File: src/rtl/rxw_pkg.sv
package rxw_pkg;

    typedef enum logic [1:0] {
        ST_EMPTY = 2'd0,
        ST_FILL  = 2'd1,
        ST_FULL  = 2'd2
    } pack_state_e;

    typedef enum logic [1:0] {
        END_NONE = 2'b00,
        END_ERR  = 2'b01,
        END_TWO  = 2'b10,
        END_ONE  = 2'b11
    } end_code_e;

    typedef struct packed {
        end_code_e   end_code;
        logic        sop;
        logic [7:0]  addr;
    } ctl_fields_t;

    localparam logic [3:0] PAR_SEED = 4'hF;

    function automatic logic [3:0] par_fold(input logic [15:0] w);
        return w[15:12] ^ w[11:8] ^ w[7:4] ^ w[3:0];
    endfunction

    function automatic logic [3:0] par_step(input logic [3:0] acc, input logic [15:0] w);
        return {acc[2:0], acc[3]} ^ par_fold(w);
    endfunction

endpackage

File: src/rtl/rxw_ctl_decode.sv
module rxw_ctl_decode
    import rxw_pkg::*;
(
    input  logic        in_valid,
    input  logic        in_ctl,
    input  logic [15:4] hdr,
    output logic        data_stb,
    output logic        pkt_stb,
    output logic        idle_stb,
    output ctl_fields_t fields
);

    always_comb begin
        data_stb        = in_valid && !in_ctl;
        pkt_stb         = in_valid && in_ctl && hdr[15];
        idle_stb        = in_valid && in_ctl && !hdr[15];
        fields.end_code = end_code_e'(hdr[14:13]);
        fields.sop      = hdr[12];
        fields.addr     = hdr[11:4];
    end

endmodule

File: src/rtl/rxw_parity.sv
module rxw_parity
    import rxw_pkg::*;
(
    input  logic        clk,
    input  logic        rst_n,
    input  logic        data_stb,
    input  logic        pkt_stb,
    input  logic [15:0] word,
    output logic        mismatch
);

    logic [3:0] acc_q;
    logic [3:0] expect_chk;

    always_comb begin
        expect_chk = par_step(acc_q, {word[15:4], 4'b0000});
        mismatch   = pkt_stb && (expect_chk != word[3:0]);
    end

    always_ff @(posedge clk or negedge rst_n) begin
        if (!rst_n) begin
            acc_q <= PAR_SEED;
        end else if (pkt_stb) begin
            acc_q <= PAR_SEED;
        end else if (data_stb) begin
            acc_q <= par_step(acc_q, word);
        end
    end

endmodule

File: src/rtl/rxw_packer.sv
module rxw_packer
    import rxw_pkg::*;
#(
    parameter int LANES = 4,
    localparam int CW = $clog2(LANES + 1),
    localparam int LW = (LANES > 1) ? $clog2(LANES) : 1,
    localparam int BW = $clog2(2 * LANES + 1)
) (
    input  logic                  clk,
    input  logic                  rst_n,
    input  logic                  data_stb,
    input  logic                  pkt_stb,
    input  logic [15:0]           word,
    input  ctl_fields_t           fields,
    input  logic                  par_mismatch,
    output logic                  out_valid,
    output logic [16*LANES-1:0]   out_data,
    output logic [LANES-1:0]      out_lane_vld,
    output logic [BW-1:0]         out_bytes,
    output logic                  out_sop,
    output logic                  out_eop,
    output logic                  out_err,
    output logic                  out_par_err,
    output logic [7:0]            out_addr
);

    pack_state_e              state_q, state_d;
    logic [LANES-1:0][15:0]   buf_q;
    logic [CW-1:0]            cnt_q;
    logic [LW-1:0]            wr_lane;
    logic                     word_sop_q, pend_sop_q, sticky_q;
    logic [7:0]               word_addr_q, cur_addr_q;
    logic [LANES-1:0]         lane_mask;
    logic [BW-1:0]            flush_bytes;
    logic                     emit_full, emit_flush, load_first, ends_pkt_out;

    assign wr_lane      = cnt_q[LW-1:0];
    assign emit_full    = (state_q == ST_FULL) && data_stb;
    assign emit_flush   = (state_q != ST_EMPTY) && pkt_stb;
    assign load_first   = data_stb && (state_q != ST_FILL);
    assign ends_pkt_out = emit_flush && (fields.end_code != END_NONE);
    assign flush_bytes  = BW'(2 * int'(cnt_q))
                        - ((fields.end_code == END_ONE) ? BW'(1) : BW'(0));

    for (genvar g = 0; g < LANES; g++) begin : g_mask
        assign lane_mask[g] = (CW'(g) < cnt_q);
    end

    // state register
    always_ff @(posedge clk or negedge rst_n) begin
        if (!rst_n) begin
            state_q <= ST_EMPTY;
        end else begin
            state_q <= state_d;
        end
    end

    // transitions
    always_comb begin
        state_d = state_q;
        unique case (state_q)
            ST_EMPTY: begin
                if (data_stb) state_d = ST_FILL;
            end
            ST_FILL: begin
                if (data_stb && (cnt_q == CW'(LANES - 1))) state_d = ST_FULL;
                else if (pkt_stb)                           state_d = ST_EMPTY;
            end
            ST_FULL: begin
                if (data_stb)     state_d = ST_FILL;
                else if (pkt_stb) state_d = ST_EMPTY;
            end
            default: state_d = ST_EMPTY;
        endcase
    end

    // lane storage and packet context
    always_ff @(posedge clk or negedge rst_n) begin
        if (!rst_n) begin
            buf_q       <= '0;
            cnt_q       <= '0;
            word_sop_q  <= 1'b0;
            word_addr_q <= '0;
            pend_sop_q  <= 1'b0;
            cur_addr_q  <= '0;
            sticky_q    <= 1'b0;
        end else if (load_first) begin
            buf_q       <= '0;
            buf_q[0]    <= word;
            cnt_q       <= CW'(1);
            word_sop_q  <= pend_sop_q;
            word_addr_q <= cur_addr_q;
            pend_sop_q  <= 1'b0;
        end else if (data_stb) begin
            buf_q[wr_lane] <= word;
            cnt_q          <= cnt_q + CW'(1);
        end else if (pkt_stb) begin
            pend_sop_q <= fields.sop;
            cur_addr_q <= fields.addr;
            sticky_q   <= ends_pkt_out ? 1'b0 : (sticky_q | par_mismatch);
        end
    end

    // outputs
    always_ff @(posedge clk or negedge rst_n) begin
        if (!rst_n) begin
            out_valid    <= 1'b0;
            out_data     <= '0;
            out_lane_vld <= '0;
            out_bytes    <= '0;
            out_sop      <= 1'b0;
            out_eop      <= 1'b0;
            out_err      <= 1'b0;
            out_par_err  <= 1'b0;
            out_addr     <= '0;
        end else begin
            out_valid <= emit_full || emit_flush;
            if (emit_full || emit_flush) begin
                out_data <= buf_q;
                out_sop  <= word_sop_q;
                out_addr <= word_addr_q;
                if (emit_full) begin
                    out_lane_vld <= '1;
                    out_bytes    <= BW'(2 * LANES);
                    out_eop      <= 1'b0;
                    out_err      <= 1'b0;
                    out_par_err  <= 1'b0;
                end else begin
                    out_lane_vld <= lane_mask;
                    out_bytes    <= flush_bytes;
                    out_eop      <= ends_pkt_out;
                    out_err      <= (fields.end_code == END_ERR);
                    out_par_err  <= ends_pkt_out && (sticky_q || par_mismatch);
                end
            end
        end
    end

    AST_FULL_DATA_EMIT: assert property (@(posedge clk) disable iff (!rst_n)
        (state_q == ST_FULL && data_stb) |=> (out_valid && out_lane_vld == '1 && !out_eop));
    AST_CNT_BOUND: assert property (@(posedge clk) disable iff (!rst_n)
        cnt_q <= CW'(LANES));
    AST_EMPTY_CTL_QUIET: assert property (@(posedge clk) disable iff (!rst_n)
        (state_q == ST_EMPTY && pkt_stb) |=> !out_valid);
    AST_LANES_CONTIG: assert property (@(posedge clk) disable iff (!rst_n)
        out_valid |-> (out_lane_vld[0] && ((out_lane_vld & (out_lane_vld + LANES'(1))) == '0)));
    AST_ERR_BYTES: assert property (@(posedge clk) disable iff (!rst_n)
        out_err |-> (out_eop && out_bytes == BW'(2 * $countones(out_lane_vld))));
    AST_PERR_ON_EOP: assert property (@(posedge clk) disable iff (!rst_n)
        out_par_err |-> out_eop);

endmodule

File: src/rtl/rxw_assembler.sv
module rxw_assembler
    import rxw_pkg::*;
#(
    parameter int OUT_W = 64,
    localparam int LANES = OUT_W / 16,
    localparam int BW = $clog2(2 * LANES + 1)
) (
    input  logic              clk,
    input  logic              rst_n,
    input  logic              in_valid,
    input  logic              in_ctl,
    input  logic [15:0]       in_word,
    output logic              out_valid,
    output logic [OUT_W-1:0]  out_data,
    output logic [LANES-1:0]  out_lane_vld,
    output logic [BW-1:0]     out_bytes,
    output logic              out_sop,
    output logic              out_eop,
    output logic              out_err,
    output logic              out_par_err,
    output logic [7:0]        out_addr
);

    logic        data_stb, pkt_stb, idle_stb, par_mismatch;
    ctl_fields_t fields;

    rxw_ctl_decode u_decode (
        .in_valid (in_valid),
        .in_ctl   (in_ctl),
        .hdr      (in_word[15:4]),
        .data_stb (data_stb),
        .pkt_stb  (pkt_stb),
        .idle_stb (idle_stb),
        .fields   (fields)
    );

    rxw_parity u_parity (
        .clk      (clk),
        .rst_n    (rst_n),
        .data_stb (data_stb),
        .pkt_stb  (pkt_stb),
        .word     (in_word),
        .mismatch (par_mismatch)
    );

    rxw_packer #(.LANES(LANES)) u_packer (
        .clk          (clk),
        .rst_n        (rst_n),
        .data_stb     (data_stb),
        .pkt_stb      (pkt_stb),
        .word         (in_word),
        .fields       (fields),
        .par_mismatch (par_mismatch),
        .out_valid    (out_valid),
        .out_data     (out_data),
        .out_lane_vld (out_lane_vld),
        .out_bytes    (out_bytes),
        .out_sop      (out_sop),
        .out_eop      (out_eop),
        .out_err      (out_err),
        .out_par_err  (out_par_err),
        .out_addr     (out_addr)
    );

    AST_IDLE_QUIET: assert property (@(posedge clk) disable iff (!rst_n)
        idle_stb |=> !out_valid);

endmodule

File: config.mk
export PLATFORM = sky130hd
export DESIGN_NAME = rxw_assembler
export DESIGN_NICKNAME = d
export VERILOG_FILES = /design/src/rtl/rxw_pkg.sv /design/src/rtl/rxw_ctl_decode.sv /design/src/rtl/rxw_parity.sv /design/src/rtl/rxw_packer.sv /design/src/rtl/rxw_assembler.sv
export SDC_FILE = /design/constraint.sdc
export NUM_CORES = 1
export LEC_CHECK = 0
export ABC_AREA = 1
export BUFFER_PORTS_ARGS = -buffer_cell sky130_fd_sc_hd__buf_2
export CAP_MARGIN = 5
export CORE_UTILIZATION = 45
export DETAILED_ROUTE_END_ITERATION = 10
export GPL_TIMING_DRIVEN = 0
export PLACE_DENSITY_LB_ADDON = 0.05
export SKIP_LAST_GASP = 1
export SYNTH_ARGS = -nofsm -noshare
export SYNTH_HDL_FRONTEND = slang
export SYNTH_HIERARCHICAL = 1
export SYNTH_SLANG_ARGS = --single-unit
File: constraint.sdc
create_clock -name clk -period 2.1 [get_ports clk]
set_input_delay 0 -clock clk [delete_from_list [all_inputs] [get_ports clk]]
set_output_delay 0 -clock clk [all_outputs]
set_load 0.05 [all_outputs]
==> metrics.md, run 1 <==
| Metric | Value |
|---|---|
| Status | completed |
| Worst-Margin Slew | 625 ps |
| Global Route Usage Sum | 23.9% |
| Root Buffer | clkbuf_16 |
| Via count | 5916 |
| Die Ht | 129 µm |
| I/O Buffers | 104 |
| Total Wirelength | 18.4 mm |
| Total congestion overflow | 0 |
| Max Slew Vio Count | 0 |
| Setup crit end kind | register |
| Post CTS Setup Buffer Count | 0 |
| Max Freq | 0.524 GHz |
| Hold WC Path Type | primary input to register |
| Initial antenna violation count | 0 |
| Final GP Congestion | 0.800 |
| Headroom to the max-slew limit | 58.3% |
| # fillers | 1490 |
| Number of global-route vias before repair | 5747 |
| Crit Path Class | primary input to register |
| Die Width | 129 µm |
| Worst hold endpoint | u_parity/acc_q[3] |
| CTS Buf Count | 17 |
| CTS tree | yes |
| Clk_skew | 8.49 ps |
| Post-route DRC violation count | 0 |
| DRT iter0 DRCs | 453 |
| Net count, final | 1006 |
| Worst-Skew Late Latency | 430 ps |
| Hold-critical path depth | 5 |
| R2r endpoint | u_packer/buf_q[43] |
| Min-Delay Startpoint | in_valid |
| Total power draw | 14.0 mW |
| Core ar. | 15800 µm² |
| R2R Setup Slk | 200 ps |
| Worst reg2reg startpoint | u_packer/cnt_q[0] |
| Die ar. | 16700 µm² |
| Syn Std Cell Area | 7290 µm² |
| I/O pin cnt | 105 |
| Fin crit period | 1910 ps |
| Peak VDD IR | 0.000730 V |
| Critical Path AT | 2270 ps |
| Final Util | 56.6% |
| Layout Area Growth over Synthesis | 22.9% |
| Largest net degree at the start of global routing | 96 |
| Site Rows | 46 |
| Max cap viols | 0 |
| Antenna cell count | 0 |
| Worst EP required | 2470 ps |
| Synth warn | 6 |
| LEAKAGE | 5.09 nW |
| # setup viols final | 0 |
| Final Hold Vio Count | 0 |
| First-pass GRT wire length | 29.6 mm |
| Worst reg2reg path depth | 7 |
| Dpl hpwl | 13.0 mm |
| Initial Util | 46.0% |
| CTS max path bufs | 2 |
| Syn_area_per_cell | 8.68 µm² |
| Critical path startpoint category | primary input |
| DRT Pass-1 Iters | 5 |
| DR vias/cell | 4.89 |
| CTS H-tree lvls | 4 |
| Critical path peak fanout | 10 |
| Clock slew at reported path FFs | 70 ps |
| TNS Setup | 0 ps |
| Routed wire per std cell | 15.2 µm |
| Layout cell share with drive strength beyond 1 | 18.7% |
| Period utilization | 90.8% |
| # clock sinks | 177 |
| PD cells | 1560 nW/µm² |
| Post-Syn Instances | 839 |
| Mapped Nets | 864 |
| RSZ-0062 raised after global routing | no |
| Antenna Nets Post-Route | 0 |
## final cells by class
cell class / count / area (µm²) / area share, %
plain buffers: 46 / 244 / 2.72
clock buffers: 20 / 457 / 5.10
clock inverters: 12 / 204 / 2.28
inverters: 45 / 169 / 1.89
multi-input cells: 571 / 2440 / 27.3
flip-flops and latches: 177 / 4430 / 49.5
well taps: 216 / 270 / 3.02
repair buffers: 123 / 738 / 8.24
## cells in the final DEF (no fill, tap or decap)
cell type / count
nor2_2: 2
nor2_1: 14
inv_6: 1
dlygate4sd3_1: 18
inv_2: 2
nand2_1: 413
bufinv_16: 5
nor3_1: 4
nand4_1: 5
a21oi_1: 2
o21ai_0: 37
clkinvlp_4: 2
buf_4: 13
buf_8: 1
ha_1: 5
clkbuf_1: 16
o21ai_4: 1
nand3_1: 64
inv_8: 1
nor2_4: 1
dfstp_2: 4
inv_1: 41
xnor2_1: 1
nand3b_1: 3
a21oi_2: 1
clkbuf_8: 2
clkbuf_16: 17
clkinv_2: 2
o21ai_1: 1
nand2_2: 4
buf_16: 1
clkinv_4: 1
buf_2: 121
xor2_1: 5
a31oi_1: 4
clkinv_1: 2
dfrtp_1: 173
or2_2: 2
o21ai_2: 2
## metrics by stage
stage / hold WS, ps / area [µm²] / cells / setup slack (ps)
final: 25.1 / 8960 / 1210 / 193
after global routing: 64.8 / 8960 / 1210 / 35.2
after CTS: 12.1 / 8950 / 1210 / 68.6
after detailed placement: 45.9 / 8110 / 1160 / 61.4
after global placement: 330 / 8080 / 1159 / -1660
after floorplan: -296 / 7290 / 839 / 534
## worst max-delay path: stages
cell and delay (ps):
dlygate4sd3_1 520, buf_2 110, nand2_1 60, nor2_2 260
inv_1 180, o21ai_4 360, buf_4 280, buf_2 260
nand2_1 150, nand2_1 90
## power breakdown
part	total (mW)	internal, mW	switching (mW)
clock network	3.51	2.18	1.33
registers	5.38	4.65	0.725
logic	5.07	1.18	3.89
## layer usage
| layer | GRT usage, % | share of wire (%) | up-vias |
|---|---|---|---|
| li1 | - | - | 2886 |
| met1 | 31.7 | 47 | 2868 |
| met2 | 39.8 | 48 | 147 |
| met3 | 4.00 | 3.6 | 15 |
| met4 | 7.96 | 1.3 | 0 |
| met5 | 0 | 0 | - |
## sequential cells by signal (all words and copies together), names as in the netlist, 2 cells and up
name                   cells
u_packer/buf_q            64
u_packer/out_data         64
u_packer/out_lane_vld      4
u_packer/out_addr          8
u_packer/out_bytes         4
u_packer/cur_addr_q        8
u_parity/acc_q             4
u_packer/cnt_q             3
u_packer/state_q           2
u_packer/word_addr_q       8
## how the worst max path moves through the flow
stage	from	end	slack, ps	depth (start not counted)
finish	in_ctl	u_packer/out_data[34]	190	10
global route	u_packer/cnt_q[1]	u_packer/buf_q[59]	40	6
CTS	in_ctl	u_packer/out_data[34]	70	10
detailed placement	in_word[15]	u_packer/out_data[34]	60	9
global placement	rst_n	u_packer/out_data[58]	-1660	1
floorplan	u_parity/acc_q[1]	u_packer/out_par_err	530	12
## what timing repair did
item / 4_1_cts / 5_1_grt
hold buffers: 18 / 0
hold endpoints to repair: 146 / 0
resized for setup: 0 / 1
endpoints found under the setup margin: 0 / 19
Note: power is estimated with default switching activity, not from simulation.
==> run 2, diff against run 1 <==
Settings changed: CELL_PAD_IN_SITES_DETAIL_PLACEMENT from default to 0, CELL_PAD_IN_SITES_GLOBAL_PLACEMENT from default to 1, CTS_BUF_LIST from default to sky130_fd_sc_hd__clkbuf_4.
==> metrics.md, run 2 (synthesized netlist as in run 1, its figures left out) <==
| Metric | Value |
|---|---|
| Total Wirelength | 18.3 mm (was 18.4 mm) |
| Clock slew at reported path FFs | 140 ps (was 70 ps) |
| Pre-CTS WS | -126 ps (was 61.4 ps) |
| Peak VDD IR | 0.000831 V (was 0.000730 V) |
| Clk_skew | 17.5 ps (was 8.49 ps) |
| Largest net degree at the start of global routing | 124 (was 96) |
| Initial antenna violation count | 1 (was 0) |
| Core ar. | 15800 µm² (unchanged) |
| Antenna Nets Post-Route | 0 (unchanged) |
| DRT iter0 DRCs | 457 (was 453) |
| I/O Buffers | 104 (unchanged) |
| Met3 usage | 4.91% (was 4.00%) |
| Layout Area Growth over Synthesis | 19.5% (was 22.9%) |
| Global Route Usage Sum | 23.8% (was 23.9%) |
| Status | completed (unchanged) |
| Worst-Margin Slew | 668 ps (was 625 ps) |
| Worst EP required | 2600 ps (was 2470 ps) |
| Hold-critical path depth | 4 (was 5) |
| Layout cell share with drive strength beyond 1 | 18.7% (about the same) |
| Worst-Skew Late Latency | 560 ps (was 430 ps) |
| Worst setup margin | 154 ps (was 193 ps) |
| Total congestion overflow | 0 (unchanged) |
| Max Slew Vio Count | 0 (unchanged) |
| DP Area | 8110 µm² (unchanged) |
| Period utilization | 92.7% (was 90.8%) |
| Critical Path AT | 2450 ps (was 2270 ps) |
| Most Crowded Layer GR | met2 (unchanged) |
| Register area | 4430 µm² (unchanged) |
| I/O pin cnt | 105 (unchanged) |
| Fin crit period | 1950 ps (was 1910 ps) |
| Final GP Congestion | 0.817 (was 0.800) |
| Worst reg2reg startpoint | u_packer/cnt_q[0] (unchanged) |
| # clock sinks | 177 (unchanged) |
| Design Area, Final | 8700 µm² (was 8960 µm²) |
| Placed cell count | 1160 (unchanged) |
| Final Hold Vio Count | 0 (unchanged) |
| Multi-input gate area | 2440 µm² (about the same) |
| LEAKAGE | 4.98 nW (was 5.09 nW) |
| Max Freq | 0.514 GHz (was 0.524 GHz) |
| Net count, final | 1014 (was 1006) |
| R2R Setup Slk | 200 ps (about the same) |
| Critical path peak fanout | 10 (unchanged) |
| # fillers | 1520 (was 1490) |
| CTS H-tree lvls | 4 (unchanged) |
| # setup viols final | 0 (unchanged) |
| Via count | 5895 (was 5916) |
| Min-Delay Startpoint | in_word[2] (was in_valid) |
| Number of global-route vias before repair | 5687 (was 5747) |
| Dpl hpwl | 12.6 mm (was 13.0 mm) |
| Final cell count without fillers | 1219 (was 1210) |
| Max cap viols | 0 (unchanged) |
| R2r endpoint | u_packer/buf_q[47] (was u_packer/buf_q[43]) |
| Worst hold endpoint | u_packer/buf_q[50] (was u_parity/acc_q[3]) |
| Met1 usage | 34.5% (was 31.7%) |
| Initial Util | 46.0% (unchanged) |
| CTS max path bufs | 2 (unchanged) |
| DR vias/cell | 4.84 (was 4.89) |
| Setup crit end kind | register (unchanged) |
| PD cells | 1430 nW/µm² (was 1560 nW/µm²) |
| Hold WC Path Type | primary input to register (unchanged) |
| Die ar. | 16700 µm² (unchanged) |
| RSZ-0062 raised after global routing | no (unchanged) |
| Root Buffer | clkbuf_4 (was clkbuf_16) |
| Final Util | 55.0% (was 56.6%) |
| Most frequent cells in the layout | nand2_1, dfrtp_1, buf_2, nand3_1, inv_1 (unchanged) |
| Crit Path Class | primary input to register (unchanged) |
| Worst reg2reg path depth | 6 (was 7) |
| Headroom to the max-slew limit | 55.5% (was 58.3%) |
| Site Rows | 46 (unchanged) |
| Post CTS Setup Buffer Count | 0 (unchanged) |
| Largest regs | u_packer/buf_q (64), u_packer/out_data (64) (unchanged) |
| Post-route DRC violation count | 0 (unchanged) |
| Hold_ws | 311 ps (was 25.1 ps) |
| Critical path startpoint category | primary input (unchanged) |
| Die Width | 129 µm (unchanged) |
| Most common cell after layout, fill and taps aside | nand2_1 (unchanged) |
| First-pass GRT wire length | 29.7 mm (was 29.6 mm) |
| Routed wire per std cell | 15.0 µm (was 15.2 µm) |
| DRT Pass-1 Iters | 5 (unchanged) |
| CTS Buf Count | 17 (unchanged) |
| Die Ht | 129 µm (unchanged) |
| M2 GR Usage | 35.7% (was 39.8%) |
| CTS tree | yes (unchanged) |
[run 2: changes by cell type in the layout (fill, tap and decap cells not counted), moves of 2 or more]
| cell | previous run | this run |
|---|---|---|
| dlygate4sd3_1 | 18 | 25 |
| clkbuf_4 | 0 | 20 |
| clkbuf_1 | 16 | 14 |
| clkbuf_8 | 2 | 0 |
| clkbuf_16 | 17 | 0 |
| bufinv_16 | 5 | 3 |
[run 2: per-layer routing]
metal	vias up	wire length, µm
li1	2911	-
met3	22	819
met4	0	233
met1	2823	8960
met5	-	0
met2	139	8300
[run 2: timing repair]
action | 4_1_cts | 5_1_grt
setup endpoints to repair | 0 | 9
hold buffers | 26 | 0
hold endpoints to repair | 252 | 0
resized for setup | 0 | 2
[run 2: final cells by class]
class / count / share of cell area, %
sequential: 177 / 50.9
multi-input combinational: 571 / 28.0
timing repair buffer: 131 / 9.60
tap: 216 / 3.10
buffer: 46 / 2.82
inverter: 45 / 1.94
clock inverter: 12 / 1.83
clock buffer: 20 / 1.72
antenna: 1 / 0.0287
[run 2: per-stage QoR]
step           TNS [ps]  power, mW
6_report              0       12.5
5_1_grt               0       13.3
4_1_cts               0       12.6
3_5_place_dp       -914       10.5
3_3_place_gp    -294820       10.3
2_1_floorplan         0       9.10
[run 2: worst max-delay path, stage by stage]
cell and delay, ps:
dlygate4sd3_1 530, buf_2 130, nor2_1 270, buf_4 250
inv_2 70, nor2_4 220, buf_2 270, nand3_1 90
dlygate4sd3_1 560, nand2_1 50
[run 2: how the worst max path moves through the flow]
stage,cells after the start,from,endpoint
3_3_place_gp,1,rst_n,u_packer/out_data[54]
4_1_cts,9,in_word[15],u_packer/out_lane_vld[2]
6_report,10,in_ctl,u_packer/buf_q[63]
2_1_floorplan,12,u_parity/acc_q[1],u_packer/out_par_err
3_5_place_dp,8,in_word[15],u_packer/out_data[2]
5_1_grt,6,u_packer/cnt_q[1],u_packer/buf_q[62]
[run 2: report_power, final]
group	switching [mW]	internal (mW)	total [mW]	leakage, nW
Combinational	3.89	1.19	5.08	2.48
Sequential	0.699	4.63	5.33	2.34
Clock	1.17	0.874	2.04	0.159
